### src/rtl/irqc_pkg.sv
package irqc_pkg;

  // Slot k+1 belongs to source k; each slot spans two words.
  function automatic logic [31:0] slot_addr(input logic [31:0] base,
                                            input int unsigned idx);
    return base + 32'((idx + 1) * 2);
  endfunction

  // Index of the lowest set bit (0 when none is set).
  function automatic int unsigned lowest_set(input logic [63:0] v);
    int unsigned r;
    logic hit;
    r   = 0;
    hit = 1'b0;
    for (int i = 0; i < 64; i++) begin
      if (v[i] && !hit) begin
        r   = i;
        hit = 1'b1;
      end
    end
    return r;
  endfunction

endpackage

### src/rtl/irqc_flags.sv
module irqc_flags #(
  parameter int N = 8,
  parameter logic [N-1:0] LEVEL_MASK = '0
) (
  input  logic         clk,
  input  logic         rst_n,
  input  logic [N-1:0] irq_i,
  input  logic         clr_we,
  input  logic [N-1:0] clr_data,
  input  logic [N-1:0] svc_clr,
  output logic [N-1:0] flags_o,
  output logic [N-1:0] evt_o
);
  logic [N-1:0] irq_q;
  logic [N-1:0] flag_q;
  logic [N-1:0] clr_mask;
  logic [N-1:0] flag_d;

  always_ff @(posedge clk or negedge rst_n) begin
    if (!rst_n) irq_q <= '0;
    else        irq_q <= irq_i;
  end

  // Rising edges on event sources only.
  assign evt_o    = irq_i & ~irq_q & ~LEVEL_MASK;
  assign clr_mask = (clr_we ? clr_data : '0) | svc_clr;
  // A fresh event wins over any clear in the same cycle.
  assign flag_d   = (evt_o | (flag_q & ~clr_mask)) & ~LEVEL_MASK;

  always_ff @(posedge clk or negedge rst_n) begin
    if (!rst_n) flag_q <= '0;
    else        flag_q <= flag_d;
  end

  assign flags_o = flag_q;

  // level sources keep no flag
  a_r4_level_no_flag: assert property (@(posedge clk) disable iff (!rst_n)
    (flag_q & LEVEL_MASK) == '0);

  // an event always leaves its flag set
  a_r2_event_latches: assert property (@(posedge clk) disable iff (!rst_n)
    (evt_o != '0) |=> ((flag_q & $past(evt_o)) == $past(evt_o)));
endmodule

### src/rtl/irqc_pick.sv
module irqc_pick #(
  parameter int N  = 8,
  parameter int IW = $clog2(N)
) (
  input  logic          clk,
  input  logic          rst_n,
  input  logic [N-1:0]  req,
  output logic [N-1:0]  grant,
  output logic [IW-1:0] idx,
  output logic          any
);
  import irqc_pkg::*;

  logic [N-1:0] lower;

  // Ripple chain: lower[g] is set if any source below g is requesting.
  for (genvar g = 0; g < N; g++) begin : g_chain
    if (g == 0) begin : g_first
      assign lower[g] = 1'b0;
    end else begin : g_rest
      assign lower[g] = lower[g-1] | req[g-1];
    end
  end

  assign grant = req & ~lower;
  assign any   = |req;
  assign idx   = IW'(lowest_set(64'(req)));

  // a single winner, and it matches the encoded index
  a_r5_one_winner: assert property (@(posedge clk) disable iff (!rst_n)
    $onehot0(grant) && (any == (grant != '0)));

  a_r5_index_agrees: assert property (@(posedge clk) disable iff (!rst_n)
    any |-> grant[idx]);
endmodule

### src/rtl/irqc_seq.sv
module irqc_seq #(
  parameter int N  = 8,
  parameter int AW = 12,
  parameter int IW = $clog2(N),
  parameter logic [AW-1:0] BOOT_BASE = AW'(12'hC00)
) (
  input  logic          clk,
  input  logic          rst_n,
  input  logic          any_req,
  input  logic [IW-1:0] idx,
  input  logic          vsel,
  input  logic          instr_done,
  input  logic          gie_set,
  input  logic          gie_clr,
  input  logic          reti,
  input  logic          int_ack,
  output logic          take_o,
  output logic          gie_o,
  output logic          vec_valid_o,
  output logic [AW-1:0] vec_addr_o,
  output logic [IW-1:0] vec_src_o
);
  import irqc_pkg::*;

  logic          gie_q;
  logic          hold_q;
  logic          vld_q;
  logic [AW-1:0] addr_q;
  logic [IW-1:0] src_q;
  logic          arm_evt;
  logic          take;

  // Instructions that re-enable interrupts open a one-instruction hold.
  assign arm_evt = gie_set | reti;
  assign take    = instr_done & any_req & gie_q & ~hold_q & ~vld_q
                 & ~gie_clr & ~arm_evt;

  always_ff @(posedge clk or negedge rst_n) begin
    if (!rst_n) begin
      gie_q  <= 1'b0;
      hold_q <= 1'b0;
    end else begin
      if (gie_clr)      gie_q <= 1'b0;
      else if (take)    gie_q <= 1'b0;
      else if (arm_evt) gie_q <= 1'b1;

      if (arm_evt)         hold_q <= 1'b1;
      else if (instr_done) hold_q <= 1'b0;
    end
  end

  always_ff @(posedge clk or negedge rst_n) begin
    if (!rst_n) begin
      vld_q  <= 1'b0;
      addr_q <= '0;
      src_q  <= '0;
    end else if (take) begin
      vld_q  <= 1'b1;
      addr_q <= AW'(slot_addr(vsel ? 32'(BOOT_BASE) : 32'd0, 32'(idx)));
      src_q  <= idx;
    end else if (int_ack) begin
      vld_q  <= 1'b0;
    end
  end

  assign take_o      = take;
  assign gie_o       = gie_q;
  assign vec_valid_o = vld_q;
  assign vec_addr_o  = addr_q;
  assign vec_src_o   = src_q;

  // disabling blocks a take in the same cycle
  a_r10_clr_blocks: assert property (@(posedge clk) disable iff (!rst_n)
    gie_clr |-> !take);

  // no take during the hold after reti or gie_set
  a_r8_hold_blocks: assert property (@(posedge clk) disable iff (!rst_n)
    hold_q |-> !take);

  // a take leaves the global enable cleared
  a_r7_take_clears_gie: assert property (@(posedge clk) disable iff (!rst_n)
    take |=> !gie_q);

  // an unacknowledged vector holds
  a_r7_valid_holds: assert property (@(posedge clk) disable iff (!rst_n)
    (vld_q && !int_ack) |=> (vld_q && $stable(addr_q) && $stable(src_q)));

  // a new vector follows a boundary with the global enable set
  a_r5_rise_at_boundary: assert property (@(posedge clk) disable iff (!rst_n)
    $rose(vld_q) |-> $past(instr_done && gie_q));
endmodule

### src/rtl/irqc_top.sv
module irqc_top #(
  parameter int N  = 8,
  parameter int AW = 12,
  parameter int IW = $clog2(N),
  parameter logic [N-1:0]  LEVEL_MASK = N'(8'hC0),
  parameter logic [AW-1:0] BOOT_BASE  = AW'(12'hC00)
) (
  input  logic          clk,
  input  logic          rst_n,
  input  logic [N-1:0]  irq_i,
  input  logic          en_we,
  input  logic [N-1:0]  en_wdata,
  input  logic          clr_we,
  input  logic [N-1:0]  clr_data,
  input  logic          vsel,
  input  logic          gie_set,
  input  logic          gie_clr,
  input  logic          instr_done,
  input  logic          reti,
  input  logic          int_ack,
  output logic          vec_valid,
  output logic [AW-1:0] vec_addr,
  output logic [IW-1:0] vec_src,
  output logic          gie,
  output logic [N-1:0]  flags,
  output logic [N-1:0]  enables
);
  logic [N-1:0]  en_q;
  logic [N-1:0]  flag_w;
  logic [N-1:0]  evt_w;
  logic [N-1:0]  req_w;
  logic [N-1:0]  grant_w;
  logic [N-1:0]  svc_clr_w;
  logic [IW-1:0] idx_w;
  logic          any_w;
  logic          take_w;

  always_ff @(posedge clk or negedge rst_n) begin
    if (!rst_n)     en_q <= '0;
    else if (en_we) en_q <= en_wdata;
  end

  irqc_flags #(.N(N), .LEVEL_MASK(LEVEL_MASK)) u_flags (
    .clk(clk), .rst_n(rst_n), .irq_i(irq_i),
    .clr_we(clr_we), .clr_data(clr_data), .svc_clr(svc_clr_w),
    .flags_o(flag_w), .evt_o(evt_w)
  );

  // Level sources request straight from the line; events via flags.
  assign req_w = en_q & (flag_w | (irq_i & LEVEL_MASK));

  irqc_pick #(.N(N), .IW(IW)) u_pick (
    .clk(clk), .rst_n(rst_n), .req(req_w),
    .grant(grant_w), .idx(idx_w), .any(any_w)
  );

  irqc_seq #(.N(N), .AW(AW), .IW(IW), .BOOT_BASE(BOOT_BASE)) u_seq (
    .clk(clk), .rst_n(rst_n), .any_req(any_w), .idx(idx_w), .vsel(vsel),
    .instr_done(instr_done), .gie_set(gie_set), .gie_clr(gie_clr),
    .reti(reti), .int_ack(int_ack), .take_o(take_w), .gie_o(gie),
    .vec_valid_o(vec_valid), .vec_addr_o(vec_addr), .vec_src_o(vec_src)
  );

  assign svc_clr_w = take_w ? grant_w : '0;
  assign flags     = flag_w;
  assign enables   = en_q;

  // a take clears only the winner's flag, unless it re-fires
  a_r7_clear_winner: assert property (@(posedge clk) disable iff (!rst_n)
    take_w |=> ((flag_w & $past(grant_w & ~LEVEL_MASK & ~evt_w)) == '0));
endmodule

### config.mk
export PLATFORM = sky130hd
export DESIGN_NAME = irqc_top
export DESIGN_NICKNAME = d
export VERILOG_FILES = /design/src/rtl/irqc_pkg.sv /design/src/rtl/irqc_flags.sv /design/src/rtl/irqc_pick.sv /design/src/rtl/irqc_seq.sv /design/src/rtl/irqc_top.sv
export SDC_FILE = /design/constraint.sdc
export NUM_CORES = 1
export LEC_CHECK = 0
export ABC_AREA = 1
export BUFFER_PORTS_ARGS = -buffer_cell sky130_fd_sc_hd__buf_2
export CORE_MARGIN = 2
export CORE_UTILIZATION = 46
export CTS_BUF_LIST = sky130_fd_sc_hd__clkbuf_16
export CTS_CLUSTER_SIZE = 8
export DETAILED_ROUTE_END_ITERATION = 8
export GPL_TIMING_DRIVEN = 1
export HOLD_SLACK_MARGIN = 0.05
export PLACE_DENSITY = 0.79
export SLEW_MARGIN = 15
export SYNTH_ARGS = -nofsm -noshare
export SYNTH_HDL_FRONTEND = slang
export SYNTH_SLANG_ARGS = --single-unit
### constraint.sdc
create_clock -name clk -period 1.6 [get_ports clk]
set_input_delay 0.32 -clock clk [delete_from_list [all_inputs] [get_ports clk]]
set_output_delay 0.32 -clock clk [all_outputs]
set_load 0.01 [all_outputs]
==> results.json <==
{
  "status": "complete, no violations",
  "period_minus_slack_ps": 1535,
  "cp_cell_sequence": "nand2_2, nand2_4, nor2_4, nand4_4, nand4_1, ha_2, inv_2, nand3_2, nand3_2, nand2_1",
  "drv_slew": 0,
  "cp-end-kind": "register",
  "clockBufferDepth": 2,
  "cp_top_family": "simple AND/OR/NAND/NOR gates",
  "ys_ff_latch": 31,
  "ys_types": 25,
  "drv_cap": 0,
  "fmax_ghz": 0.6514,
  "placed_area_um2": 1799,
  "cts_root_buf": "clkbuf_16",
  "syn_inst": 159,
  "syn2layout_area_growth_pct": 41.25,
  "core_um2": 3053,
  "fillCellCount": 259,
  "power.leakage_nw": 1.149,
  "die_w_um": 60.73,
  "hold_viol_final": 0,
  "setup_viol": 0,
  "routed_wl_mm": 3.263,
  "place_ws_ps": 10.90,
  "grt_usage_pct": 19.74,
  "htreeDepth": 2,
  "finish.instance_area_um2": 2091,
  "crit_buf_inv": 1,
  "setup_ws_ps": 64.84,
  "gr-total-overflow": 0,
  "yosys_warnings": 0,
  "dr.first_iter.drc_count": 48,
  "wl_per_cell_um": 11.70,
  "dp.final_hpwl_mm": 2.370,
  "rsz0062_at_grt": "true",
  "ant_nets": 0,
  "period_share_pct": 95.95,
  "rows": 20,
  "tns_ps": 0,
  "critPathArrivalTime_ps": 1750,
  "crit_path_frequent_cell": "nand3_2",
  "timing.critical_path.from_type": "register",
  "cts_made_buffers": 5,
  "syn-cell-area_um2": 1480,
  "drive_gt1_share_pct": 47.66,
  "start_util_pct": 48.48,
  "ys_seq_area_share_pct": 52.41,
  "grt_pass1_wl_mm": 5.209,
  "clkTransAtPathRegs_ps": 50,
  "vias": 1304,
  "ios": 67,
  "cts_hold_buf": 0,
  "slowest_stage": "dfrtp_1",
  "crit_type": "register to register",
  "cp_slowest_stage_delay_ps": 400,
  "dr.pass1.iters": 4,
  "viasPerCell": 4.674,
  "slew-limit-headroom_pct": 55.55,
  "hp-class": "primary input to async pin",
  "final_core_util_pct": 68.48,
  "cts.sinks": 31,
  "die_h_um": 60.73,
  "pwr_density_cell_nw_per_um2": 1157,
  "antenna_found_initial": 0,
  "clkLatencyLatePin_ps": 280,
  "grt_pass1_vias": 1269,
  "antenna_cells": 0,
  "die_area_um2": 3688,
  "cts_tree": "done",
  "fin_nets": 269,
  "avgSynthCellArea_um2": 9.309,
  "gp_congestion": 0.7619,
  "tightestPinTransition_ps": 666.8,
  "vdd_drop_max_uv": 834.0,
  "drt_drc_violations_left": 0,
  "grt_max_degree": 32,
  "port_buffers": 56,
  "fin_skew_ps": 5.585,
  "critPathMaxFanout": 5,
  "required_ps": 1820
}
## synthesized netlist by cell type (all sizes together)
cell    number  share of area, %
a31oi        1              0.42
conb         1              0.25
o21ai        8               3.2
a21boi       2               1.0
o22ai        4               1.7
mux2         7               5.3
buf         11               5.9
dfrtp       31                52
a21oi        1              0.34
nand2       53                14
nand3        7               3.2
nand4        2               1.3
ha           1              0.85
or2          1              0.42
nor3         2               1.4
nor2         9               3.3
inv         18               4.7
## placed cells by master, fill, tap and decap left out, drive strengths merged
| cell type | n |
|---|---|
| a21boi | 2 |
| a21oi | 1 |
| a31oi | 1 |
| buf | 72 |
| bufinv | 1 |
| clkbuf | 5 |
| clkinv | 2 |
| conb | 8 |
| dfrtp | 31 |
| ha | 1 |
| inv | 18 |
| mux2 | 7 |
| nand2 | 53 |
| nand3 | 7 |
| nand4 | 2 |
| nor2 | 9 |
| nor3 | 2 |
| o21ai | 8 |
| o22ai | 4 |
| or2 | 1 |
## area by class of cell
| type | instances | area, um^2 | area share, % |
|---|---|---|---|
| Tap cell | 44 | 55.05 | 2.633 |
| Inverter | 18 | 70.07 | 3.351 |
| Sequential cell | 31 | 775.7 | 37.10 |
| Multi-Input combinational cell | 106 | 620.6 | 29.68 |
| Clock inverter | 3 | 43.79 | 2.095 |
| Clock buffer | 5 | 125.1 | 5.984 |
| Timing Repair Buffer | 72 | 400.4 | 19.15 |
## report_power, final
group          switching [mW]  total (mW)  internal (mW)
sequential             0.0422       0.893          0.850
clock                   0.333        1.06          0.732
combinational           0.251       0.462          0.210
total                   0.626        2.42           1.79
## state kept, by name, summed over array words and instances, names as in the netlist
| signal | cells |
|---|---|
| u_seq.vec_addr_o | 5 |
| u_flags.irq_q | 6 |
| u_seq.gie_o | 1 |
| enables | 8 |
| u_seq.vec_valid_o | 1 |
| u_flags.flags_o | 6 |
| u_seq.hold_q | 1 |
| u_seq.vec_src_o | 3 |
## path summary, 6_finish.rpt
path | slack, ps | end | cells after the start | start
setup / recovery | 60 | u_seq.vec_addr_o[3] | 10 | u_flags.flags_o[0]
hold / removal | 70 | u_flags.irq_q[0] | 1 | rst_n
setup reg to reg | 60 | u_seq.vec_addr_o[3] | 10 | u_flags.flags_o[0]
hold reg to reg | 420 | u_flags.flags_o[0] | 1 | u_flags.irq_q[0]
max in group asynchronous | 1090 | u_seq.vec_addr_o[1] | 1 | rst_n
min in group clk | 160 | u_flags.irq_q[0] | 1 | irq_i[0]
## through the flow
stage / cells / hold WS (ps) / power (mW)
6_report: 279 / 70.45 / 2.419
5_1_grt: 279 / 135.4 / 2.529
3_5_place_dp: 261 / 387.9 / 1.280
2_1_floorplan: 166 / 24.41 / 1.131
4_1_cts: 272 / 94.30 / 2.370
3_3_place_gp: 261 / 385.1 / 1.269
## what timing repair did
| action | in CTS | in global routing |
|---|---|---|
| setup endpoints to repair | 1 | 2 |
| pin swaps | 1 | 9 |
| gates cloned | 0 | 0 |
| hold endpoints to repair | 0 | 0 |
| gates resized for setup | 1 | 13 |
| buffers inserted | 3 | 7 |
## routing by layer
metal / vias up / track usage (%) / share of wire [%]
li1: 643 / - / -
met1: 608 / 22.01 / 40
met2: 43 / 33.33 / 52
met3: 10 / 6.610 / 6.5
met4: 0 / 10.56 / 2.2
met5: - / 0 / 0
## logic make-up (layout without fill, tap and decap cells)
logic type	after synthesis	in the layout	share of synthesized area (%)
AOI/OAI and AO/OA	16	16	6.678
DFF	31	31	52.41
adders and majority gates	1	1	0.8452
buffers and inverters	29	98	10.65
other	1	8	0.2533
and+or+nand+nor	74	74	23.84
muxes	7	7	5.326
No activity file was read; power rests on OpenSTA's default activity.
